### src/rtl/simt_stack_pkg.sv
package simt_stack_pkg;
   typedef enum logic [1:0] {
      STEP_SEQ = 2'd0,
      STEP_UNI = 2'd1,
      STEP_DIV = 2'd2
   } step_kind_e;
endpackage

### src/rtl/simt_branch_classify.sv
module simt_branch_classify
   import simt_stack_pkg::*;
#(
   parameter int LANES = 4,
   parameter int PC_W  = 16
) (
   input  logic             is_branch,
   input  logic [LANES-1:0] live_mask,
   input  logic [LANES-1:0] taken_mask,
   input  logic [PC_W-1:0]  cur_pc,
   input  logic [PC_W-1:0]  target_pc,
   input  logic [PC_W-1:0]  fallthru_pc,
   output step_kind_e       kind,
   output logic [LANES-1:0] tk_mask,
   output logic [LANES-1:0] nt_mask,
   output logic [PC_W-1:0]  next_pc
);
   always_comb begin
      tk_mask = taken_mask & live_mask;
      nt_mask = live_mask & ~taken_mask;
      if (!is_branch) begin
         kind    = STEP_SEQ;
         next_pc = cur_pc + PC_W'(1);
      end else if (tk_mask == '0) begin
         kind    = STEP_UNI;
         next_pc = fallthru_pc;
      end else if (nt_mask == '0) begin
         kind    = STEP_UNI;
         next_pc = target_pc;
      end else begin
         kind    = STEP_DIV;
         next_pc = cur_pc;
      end
   end
endmodule

### src/rtl/simt_stack_store.sv
module simt_stack_store #(
   parameter int              LANES    = 4,
   parameter int              PC_W     = 16,
   parameter int              DEPTH    = 8,
   parameter logic [PC_W-1:0] RESET_PC = '0,
   localparam int             IDX_W    = $clog2(DEPTH)
) (
   input  logic             clk,
   input  logic             rst_n,
   input  logic [IDX_W-1:0] rd_idx,
   output logic [PC_W-1:0]  rd_pc,
   output logic [PC_W-1:0]  rd_rpc,
   output logic [LANES-1:0] rd_mask,
   input  logic             top_we,
   input  logic [IDX_W-1:0] top_idx,
   input  logic [PC_W-1:0]  top_pc,
   input  logic             a_we,
   input  logic [IDX_W-1:0] a_idx,
   input  logic [PC_W-1:0]  a_pc,
   input  logic [PC_W-1:0]  a_rpc,
   input  logic [LANES-1:0] a_mask,
   input  logic             b_we,
   input  logic [IDX_W-1:0] b_idx,
   input  logic [PC_W-1:0]  b_pc,
   input  logic [PC_W-1:0]  b_rpc,
   input  logic [LANES-1:0] b_mask
);
   logic [PC_W-1:0]  pc_q   [DEPTH];
   logic [PC_W-1:0]  rpc_q  [DEPTH];
   logic [LANES-1:0] mask_q [DEPTH];

   for (genvar g = 0; g < DEPTH; g++) begin : g_entry
      localparam logic [PC_W-1:0]  INIT_PC   = (g == 0) ? RESET_PC : '0;
      localparam logic [LANES-1:0] INIT_MASK = (g == 0) ? '1 : '0;
      always_ff @(posedge clk) begin
         if (!rst_n) begin
            pc_q[g]   <= INIT_PC;
            rpc_q[g]  <= '0;
            mask_q[g] <= INIT_MASK;
         end else if (b_we && b_idx == IDX_W'(g)) begin
            pc_q[g]   <= b_pc;
            rpc_q[g]  <= b_rpc;
            mask_q[g] <= b_mask;
         end else if (a_we && a_idx == IDX_W'(g)) begin
            pc_q[g]   <= a_pc;
            rpc_q[g]  <= a_rpc;
            mask_q[g] <= a_mask;
         end else if (top_we && top_idx == IDX_W'(g)) begin
            pc_q[g]   <= top_pc;
         end
      end
   end

   assign rd_pc   = pc_q[rd_idx];
   assign rd_rpc  = rpc_q[rd_idx];
   assign rd_mask = mask_q[rd_idx];
endmodule

### src/rtl/simt_reconv_stack.sv
module simt_reconv_stack
   import simt_stack_pkg::*;
#(
   parameter int              LANES    = 4,
   parameter int              PC_W     = 16,
   parameter int              DEPTH    = 8,
   parameter logic [PC_W-1:0] RESET_PC = 16'h0100,
   localparam int             CNT_W    = $clog2(DEPTH + 1)
) (
   input  logic             clk,
   input  logic             rst_n,
   input  logic             step_valid,
   input  logic             step_is_branch,
   input  logic [LANES-1:0] br_taken_mask,
   input  logic [PC_W-1:0]  br_target_pc,
   input  logic [PC_W-1:0]  br_fallthru_pc,
   input  logic [PC_W-1:0]  br_reconv_pc,
   output logic [PC_W-1:0]  fetch_pc,
   output logic [LANES-1:0] fetch_mask,
   output logic [CNT_W-1:0] stack_depth,
   output logic             overflow_err
);
   localparam int IDX_W = $clog2(DEPTH);
   localparam int SUM_W = CNT_W + 1;

   initial begin
      AST_PARAM_DEPTH : assert (DEPTH >= 2) else $error("DEPTH must be at least 2");
      AST_PARAM_LANES : assert (LANES >= 2) else $error("LANES must be at least 2");
      AST_PARAM_PCW   : assert (PC_W >= 2)  else $error("PC_W must be at least 2");
   end

   logic [CNT_W-1:0] cnt_q;
   logic             ovf_q;
   logic [IDX_W-1:0] top_idx;
   logic [PC_W-1:0]  top_pc, top_rpc;
   logic [LANES-1:0] top_mask;
   logic             at_bottom;

   step_kind_e       kind;
   logic [LANES-1:0] tk_mask, nt_mask;
   logic [PC_W-1:0]  next_pc;

   assign top_idx   = IDX_W'(cnt_q - CNT_W'(1));
   assign at_bottom = (cnt_q == CNT_W'(1));

   simt_branch_classify #(.LANES(LANES), .PC_W(PC_W)) classify_i (
      .is_branch   (step_is_branch),
      .live_mask   (top_mask),
      .taken_mask  (br_taken_mask),
      .cur_pc      (top_pc),
      .target_pc   (br_target_pc),
      .fallthru_pc (br_fallthru_pc),
      .kind        (kind),
      .tk_mask     (tk_mask),
      .nt_mask     (nt_mask),
      .next_pc     (next_pc)
   );

   // Sequencing decisions
   logic             div_fire, do_div, pop, merge_top, push_nt, push_tk, ovf_hit;
   logic [SUM_W-1:0] base, new_cnt;

   assign div_fire  = step_valid && (kind == STEP_DIV);
   assign pop       = step_valid && (kind != STEP_DIV) && !at_bottom && (next_pc == top_rpc);
   assign merge_top = !at_bottom && (br_reconv_pc == top_rpc);
   assign push_nt   = (br_fallthru_pc != br_reconv_pc);
   assign push_tk   = (br_target_pc != br_reconv_pc);
   assign base      = merge_top ? SUM_W'(cnt_q) - SUM_W'(1) : SUM_W'(cnt_q);
   assign new_cnt   = base + SUM_W'(push_nt) + SUM_W'(push_tk);
   assign ovf_hit   = div_fire && (new_cnt > SUM_W'(DEPTH));
   assign do_div    = div_fire && !ovf_hit;

   // Storage write ports
   logic             top_we, a_we, b_we;
   logic [PC_W-1:0]  top_wpc, a_pc;
   logic [LANES-1:0] a_mask;
   logic [IDX_W-1:0] a_idx, b_idx;

   assign top_we  = (step_valid && (kind != STEP_DIV) && !pop) || (do_div && !merge_top);
   assign top_wpc = (kind == STEP_DIV) ? br_reconv_pc : next_pc;
   assign a_we    = do_div && (push_nt || push_tk);
   assign a_idx   = IDX_W'(base);
   assign a_pc    = push_nt ? br_fallthru_pc : br_target_pc;
   assign a_mask  = push_nt ? nt_mask : tk_mask;
   assign b_we    = do_div && push_nt && push_tk;
   assign b_idx   = IDX_W'(base + SUM_W'(1));

   simt_stack_store #(
      .LANES(LANES), .PC_W(PC_W), .DEPTH(DEPTH), .RESET_PC(RESET_PC)
   ) store_i (
      .clk     (clk),
      .rst_n   (rst_n),
      .rd_idx  (top_idx),
      .rd_pc   (top_pc),
      .rd_rpc  (top_rpc),
      .rd_mask (top_mask),
      .top_we  (top_we),
      .top_idx (top_idx),
      .top_pc  (top_wpc),
      .a_we    (a_we),
      .a_idx   (a_idx),
      .a_pc    (a_pc),
      .a_rpc   (br_reconv_pc),
      .a_mask  (a_mask),
      .b_we    (b_we),
      .b_idx   (b_idx),
      .b_pc    (br_target_pc),
      .b_rpc   (br_reconv_pc),
      .b_mask  (tk_mask)
   );

   always_ff @(posedge clk) begin
      if (!rst_n) begin
         cnt_q <= CNT_W'(1);
         ovf_q <= 1'b0;
      end else begin
         if (pop)         cnt_q <= cnt_q - CNT_W'(1);
         else if (do_div) cnt_q <= CNT_W'(new_cnt);
         if (ovf_hit)     ovf_q <= 1'b1;
      end
   end

   assign fetch_pc     = top_pc;
   assign fetch_mask   = top_mask;
   assign stack_depth  = cnt_q;
   assign overflow_err = ovf_q;

   // Checks
   AST_DEPTH_BOUND : assert property (@(posedge clk) disable iff (!rst_n)
      stack_depth >= CNT_W'(1) && stack_depth <= CNT_W'(DEPTH));
   AST_OVF_STICKY : assert property (@(posedge clk) disable iff (!rst_n)
      overflow_err |=> overflow_err);
   AST_OVF_DROP : assert property (@(posedge clk) disable iff (!rst_n)
      ovf_hit |=> $stable(fetch_pc) && $stable(fetch_mask) && $stable(stack_depth));
   AST_MASK_LIVE : assert property (@(posedge clk) disable iff (!rst_n)
      fetch_mask != '0);
   AST_BOTTOM_FULL : assert property (@(posedge clk) disable iff (!rst_n)
      stack_depth == CNT_W'(1) |-> fetch_mask == '1);
   AST_UNIFORM_NOGROW : assert property (@(posedge clk) disable iff (!rst_n)
      (step_valid && kind != STEP_DIV) |=> stack_depth <= $past(stack_depth));
   AST_SPLIT_GROWS : assert property (@(posedge clk) disable iff (!rst_n)
      (do_div && push_nt && push_tk && !merge_top) |=> stack_depth == $past(stack_depth) + CNT_W'(2));
endmodule

### config.mk
export PLATFORM = sky130hd
export DESIGN_NAME = simt_reconv_stack
export DESIGN_NICKNAME = d
export VERILOG_FILES = /design/src/rtl/simt_stack_pkg.sv /design/src/rtl/simt_branch_classify.sv /design/src/rtl/simt_stack_store.sv /design/src/rtl/simt_reconv_stack.sv
export SDC_FILE = /design/constraint.sdc
export NUM_CORES = 1
export LEC_CHECK = 0
export ABC_AREA = 1
export CELL_PAD_IN_SITES_DETAIL_PLACEMENT = 0
export CELL_PAD_IN_SITES_GLOBAL_PLACEMENT = 1
export CORE_MARGIN = 10
export CORE_UTILIZATION = 25
export DETAILED_ROUTE_END_ITERATION = 16
export PLACE_DENSITY = 0.47
export SYNTH_ARGS = -nofsm -noshare
export SYNTH_HDL_FRONTEND = slang
export SYNTH_HIERARCHICAL = 1
export SYNTH_SLANG_ARGS = --single-unit
### constraint.sdc
create_clock -name clk -period 11.1 [get_ports clk]
set_input_delay 1.11 -clock clk [delete_from_list [all_inputs] [get_ports clk]]
set_output_delay 1.11 -clock clk [all_outputs]
set_load 0.1 [all_outputs]
==> impl_metrics.prom <==
# TYPE chip_impl_metric gauge
chip_impl_info{name="status",value="finished, final reports clean"} 1
chip_impl_metric{name="post_drt_wl_per_cell",unit="um"} 26.4
chip_impl_metric{name="final_antenna_net_count",unit=""} 0
chip_impl_metric{name="setup_total_negative_slack",unit="ns"} 0
chip_impl_metric{name="maxSlewHeadroom",unit="%"} 8.25
chip_impl_metric{name="synthCells",unit=""} 2403
chip_impl_metric{name="synth.net_count",unit=""} 2465
chip_impl_metric{name="synth_seq_cells",unit=""} 293
chip_impl_info{name="clock_root_buffer",value="sky130_fd_sc_hd__clkbuf_16"} 1
chip_impl_info{name="critPathLaunchType",value="flop"} 1
chip_impl_metric{name="core_area",unit="um2"} 75700
chip_impl_info{name="most_instantiated_flip_flop_cell_in_the_synthesis_netlist",value="sky130_fd_sc_hd__edfxtp_1"} 1
chip_impl_metric{name="tritoncts_num_sinks",unit=""} 293
chip_impl_metric{name="grt_first_pass_wirelength",unit="um"} 130000
chip_impl_metric{name="yosys_warnings",unit=""} 6
chip_impl_metric{name="drv.max_cap_violation_count",unit=""} 0
chip_impl_metric{name="cts-resized-gates",unit=""} 0
chip_impl_metric{name="port-buffer-count",unit=""} 80
chip_impl_metric{name="overflow",unit=""} 0
chip_impl_metric{name="finalClockSkew",unit="ns"} 0.0217
chip_impl_metric{name="worst_setup_hold_path_clk_slew",unit="ns"} 0.06
chip_impl_metric{name="fraction_of_synthesized_cell_area_taken_by_the_top_area_cell_type",unit="%"} 45.4
chip_impl_metric{name="met1Wirelength",unit="um"} 41000
chip_impl_metric{name="max-clock-path-buffers",unit=""} 3
chip_impl_metric{name="syn_area_per_cell",unit="um2"} 7.92
chip_impl_metric{name="final_hold_viols",unit=""} 0
chip_impl_info{name="grt_setup_unrepaired",value="false"} 1
chip_impl_metric{name="wl_met2",unit="um"} 42500
chip_impl_info{name="synth.top_cells.by_area",value="sky130_fd_sc_hd__edfxtp_1 45%, sky130_fd_sc_hd__nand2_1 10%, sky130_fd_sc_hd__nor2_1 7.0%, sky130_fd_sc_hd__o21ai_0 6.1%, sky130_fd_sc_hd__nand3_1 4.2%"} 1
chip_impl_metric{name="route.met3.wl",unit="um"} 4860
chip_impl_metric{name="syn_to_final_growth",unit="%"} 14.8
chip_impl_metric{name="postCtsSetupRepairBufs",unit=""} 0
chip_impl_metric{name="finalCritPeriodShare",unit="%"} 80.6
chip_impl_metric{name="start_util",unit="%"} 25.2
chip_impl_metric{name="synth.distinct_cells",unit=""} 48
chip_impl_metric{name="htree_num_levels",unit=""} 2
chip_impl_metric{name="synth_edf_count",unit=""} 288
chip_impl_metric{name="num_rows",unit=""} 101
chip_impl_metric{name="antenna_violations_before_repair",unit=""} 0
chip_impl_metric{name="yosysSeqAreaShare",unit="%"} 45.9
chip_impl_metric{name="initial_drc_count",unit=""} 1642
chip_impl_metric{name="drc",unit=""} 0
chip_impl_metric{name="slew_at_the_pin_closest_to_its_max_slew_limit",unit="ns"} 1.34
chip_impl_metric{name="detailroute.via_count",unit=""} 18300
chip_impl_metric{name="peak_fanout_along_the_critical_path",unit=""} 29
chip_impl_info{name="critical_path.reg2reg.endpoint",value="store_i/pc_q[0][11]$_DFFE_PP_"} 1
chip_impl_metric{name="synthArstFlopShare",unit="%"} 0
chip_impl_metric{name="cts-hold-fix-buffers",unit=""} 0
chip_impl_info{name="most-common-layout-cells",value="506 x sky130_fd_sc_hd__nand2_1, 354 x sky130_fd_sc_hd__nor2_1, 288 x sky130_fd_sc_hd__edfxtp_1, 231 x sky130_fd_sc_hd__o21ai_0, 192 x sky130_fd_sc_hd__inv_1"} 1
chip_impl_metric{name="synthesis.area",unit="um2"} 19000
chip_impl_metric{name="1st_pass_router_iterations",unit=""} 6
chip_impl_metric{name="area_of_the_die",unit="um2"} 87600
chip_impl_metric{name="setup-violations-final",unit=""} 0
chip_impl_metric{name="final.min_clock_period",unit="ns"} 8.94
chip_impl_metric{name="final_max_slew_viol_count",unit=""} 0
chip_impl_metric{name="cts-buffers-inserted",unit=""} 39
chip_impl_info{name="worst_hold_path_type",value="reg2reg"} 1
chip_impl_info{name="startpoint",value="stack_depth[0]$_SDFFE_PN1P_"} 1
chip_impl_metric{name="critPathRequiredTime",unit="ns"} 11.27
chip_impl_info{name="post-synth-top-area-cell",value="sky130_fd_sc_hd__edfxtp_1"} 1
chip_impl_metric{name="fillers",unit=""} 8083
chip_impl_metric{name="globalRouteTotalUtil",unit="%"} 20.3
chip_impl_metric{name="finish.net_count",unit=""} 2487
chip_impl_metric{name="r2r_setup_slack",unit="ns"} 2.16
chip_impl_info{name="setup.worst_path.end",value="store_i/pc_q[0][11]$_DFFE_PP_"} 1
chip_impl_metric{name="die_w",unit="um"} 296
chip_impl_metric{name="r2r_cells",unit=""} 27
chip_impl_metric{name="worst_ep_arrival_time",unit="ns"} 9.11
chip_impl_info{name="mostFrequentLayoutCell",value="sky130_fd_sc_hd__nand2_1"} 1
chip_impl_metric{name="post_drt_via_cell_ratio",unit=""} 5.32
chip_impl_metric{name="worstSkewPairLatency",unit="ns"} 0.57
chip_impl_metric{name="pin_count",unit=""} 81
chip_impl_info{name="criticalPathCategory",value="reg2reg"} 1
chip_impl_metric{name="max_clock_freq",unit="GHz"} 0.112
chip_impl_metric{name="grt_max_degree",unit=""} 82
chip_impl_info{name="worst_r2r_startpoint",value="stack_depth[0]$_SDFFE_PN1P_"} 1
chip_impl_info{name="cp_capture_type",value="flop"} 1
chip_impl_info{name="maxUsedRoutingLayer",value="met4"} 1
chip_impl_metric{name="dpl.hpwl",unit="um"} 60200
chip_impl_metric{name="first_global_vias",unit=""} 17900
chip_impl_metric{name="route.final.wire_length",unit="um"} 90500
chip_impl_metric{name="antenna_cells",unit=""} 0
chip_impl_metric{name="post_route_cells_drive_above_1_share",unit="%"} 8.15
chip_impl_info{name="clock_tree_from_tritoncts",value="done"} 1
chip_impl_metric{name="globalplace.congestion",unit=""} 0.839
chip_impl_metric{name="die_boundary_height",unit="um"} 296
[how the worst min path moves through the flow]
stage                                   start                   endpoint  slack [ns]  cells past startpoint
floorplan           overflow_err$_SDFFE_PN0P_  overflow_err$_SDFFE_PN0P_        0.95                      2
global placement    overflow_err$_SDFFE_PN0P_  overflow_err$_SDFFE_PN0P_        0.47                      2
detailed placement  overflow_err$_SDFFE_PN0P_  overflow_err$_SDFFE_PN0P_        0.47                      2
CTS                 overflow_err$_SDFFE_PN0P_  overflow_err$_SDFFE_PN0P_        0.50                      2
global route        overflow_err$_SDFFE_PN0P_  overflow_err$_SDFFE_PN0P_        0.56                      2
finish              overflow_err$_SDFFE_PN0P_  overflow_err$_SDFFE_PN0P_        0.49                      2
[cell type report]
class / count / area, um2 / area share, %
sequential: 293 / 8750 / 40.0
multi-input combinational: 1749 / 8780 / 40.2
inverter: 218 / 827 / 3.78
timing repair buffer: 124 / 1130 / 5.17
tap: 978 / 1220 / 5.60
clock inverter: 20 / 131 / 0.601
clock buffer: 50 / 1020 / 4.65
[Yosys cell counts, types with 2 or more instances]
master                     instances
sky130_fd_sc_hd__inv_2            20
sky130_fd_sc_hd__nand4_2           2
sky130_fd_sc_hd__o21bai_1          3
sky130_fd_sc_hd__o31ai_1          16
sky130_fd_sc_hd__a21oi_1          28
sky130_fd_sc_hd__buf_1             8
sky130_fd_sc_hd__buf_6             9
sky130_fd_sc_hd__nor2_2           16
sky130_fd_sc_hd__nand3_4           3
sky130_fd_sc_hd__buf_2            61
sky130_fd_sc_hd__clkbuf_1         55
sky130_fd_sc_hd__nand2_1         507
sky130_fd_sc_hd__o21ai_1          49
sky130_fd_sc_hd__inv_1           194
sky130_fd_sc_hd__edfxtp_1        288
sky130_fd_sc_hd__or2_2             5
sky130_fd_sc_hd__nand3_1         161
sky130_fd_sc_hd__xnor2_1          25
sky130_fd_sc_hd__o22ai_2          10
sky130_fd_sc_hd__clkinv_1          3
sky130_fd_sc_hd__xor2_1           19
sky130_fd_sc_hd__nor4_1            4
sky130_fd_sc_hd__or2_1             3
sky130_fd_sc_hd__a22oi_1           4
sky130_fd_sc_hd__nand2_4           7
sky130_fd_sc_hd__nand4_1          28
sky130_fd_sc_hd__o211ai_1         95
sky130_fd_sc_hd__o22ai_1         126
sky130_fd_sc_hd__buf_4            10
sky130_fd_sc_hd__ha_1              5
sky130_fd_sc_hd__o21ai_0         231
sky130_fd_sc_hd__dfxtp_1           5
sky130_fd_sc_hd__nor2_4           13
sky130_fd_sc_hd__nor3_1            5
sky130_fd_sc_hd__nor2_1          357
sky130_fd_sc_hd__nand3_2           3
sky130_fd_sc_hd__nand2_2          13
sky130_fd_sc_hd__o221ai_1          2
[per-stage QoR]
step / utilization [%] / hold slack (ns) / worst slack, ns / cells / cell area (um2)
global placement: 27.4 / 0.472 / 2.23 / 3362 / 20700
CTS: 28.9 / 0.504 / 2.10 / 3432 / 21900
finish: 28.9 / 0.493 / 2.16 / 3432 / 21900
global route: 28.9 / 0.557 / 1.42 / 3432 / 21900
floorplan: - / 0.954 / 4.20 / 2403 / 19000
detailed placement: 27.4 / 0.475 / 2.16 / 3362 / 20700
[registers in the layout, indices dropped and copies added (netlist names)]
name / cells
store_i/pc_q: 128
store_i/mask_q: 32
stack_depth: 4
store_i/rpc_q: 128
overflow_err: 1
[metal layers]
layer / GRT usage, % / vias to the layer above
met5: 0 / -
met4: 5.36 / 0
met3: 2.46 / 118
met2: 33.3 / 650
met1: 27.7 / 9159
li1: - / 8335
[cell families (layout without fill, tap and decap cells)]
logic type / count (synthesis) / in the layout / share of synthesized area (%)
simple gates: 1132 / 1132 / 25.7
compound gates: 567 / 567 / 17.9
buf+inv: 361 / 412 / 8.08
flops: 293 / 293 / 45.9
xor+xnor: 44 / 44 / 2.02
fa+ha+maj: 6 / 6 / 0.434
[worst max-delay path, stage by stage, from the launching register on]
cell,delay (ns)
sky130_fd_sc_hd__dfxtp_1,0.39
sky130_fd_sc_hd__inv_4,0.31
sky130_fd_sc_hd__ha_1,0.32
sky130_fd_sc_hd__xor2_4,0.17
sky130_fd_sc_hd__clkinv_1,0.84
sky130_fd_sc_hd__nand2_1,0.44
sky130_fd_sc_hd__nand2_1,0.16
sky130_fd_sc_hd__nand2_1,0.09
sky130_fd_sc_hd__nand2_1,0.04
sky130_fd_sc_hd__nor2_1,0.25
sky130_fd_sc_hd__nand2_1,0.18
sky130_fd_sc_hd__nor2_4,0.17
sky130_fd_sc_hd__nand3_4,0.14
sky130_fd_sc_hd__xor2_1,0.52
sky130_fd_sc_hd__inv_1,0.28
sky130_fd_sc_hd__fa_1,0.52
sky130_fd_sc_hd__ha_1,0.32
sky130_fd_sc_hd__nor2_1,0.11
sky130_fd_sc_hd__nand3_1,0.11
sky130_fd_sc_hd__nand3_2,0.12
sky130_fd_sc_hd__nand3_4,0.10
sky130_fd_sc_hd__o21ai_1,0.20
sky130_fd_sc_hd__nand2_1,0.13
sky130_fd_sc_hd__nor2_1,0.22
sky130_fd_sc_hd__nand2_1,0.09
sky130_fd_sc_hd__nor2_2,0.89
sky130_fd_sc_hd__inv_2,0.47
sky130_fd_sc_hd__nand3_1,0.89
Power is not shown: default switching activity piles up to over one toggle a cycle in this logic, so the estimate is an artifact.
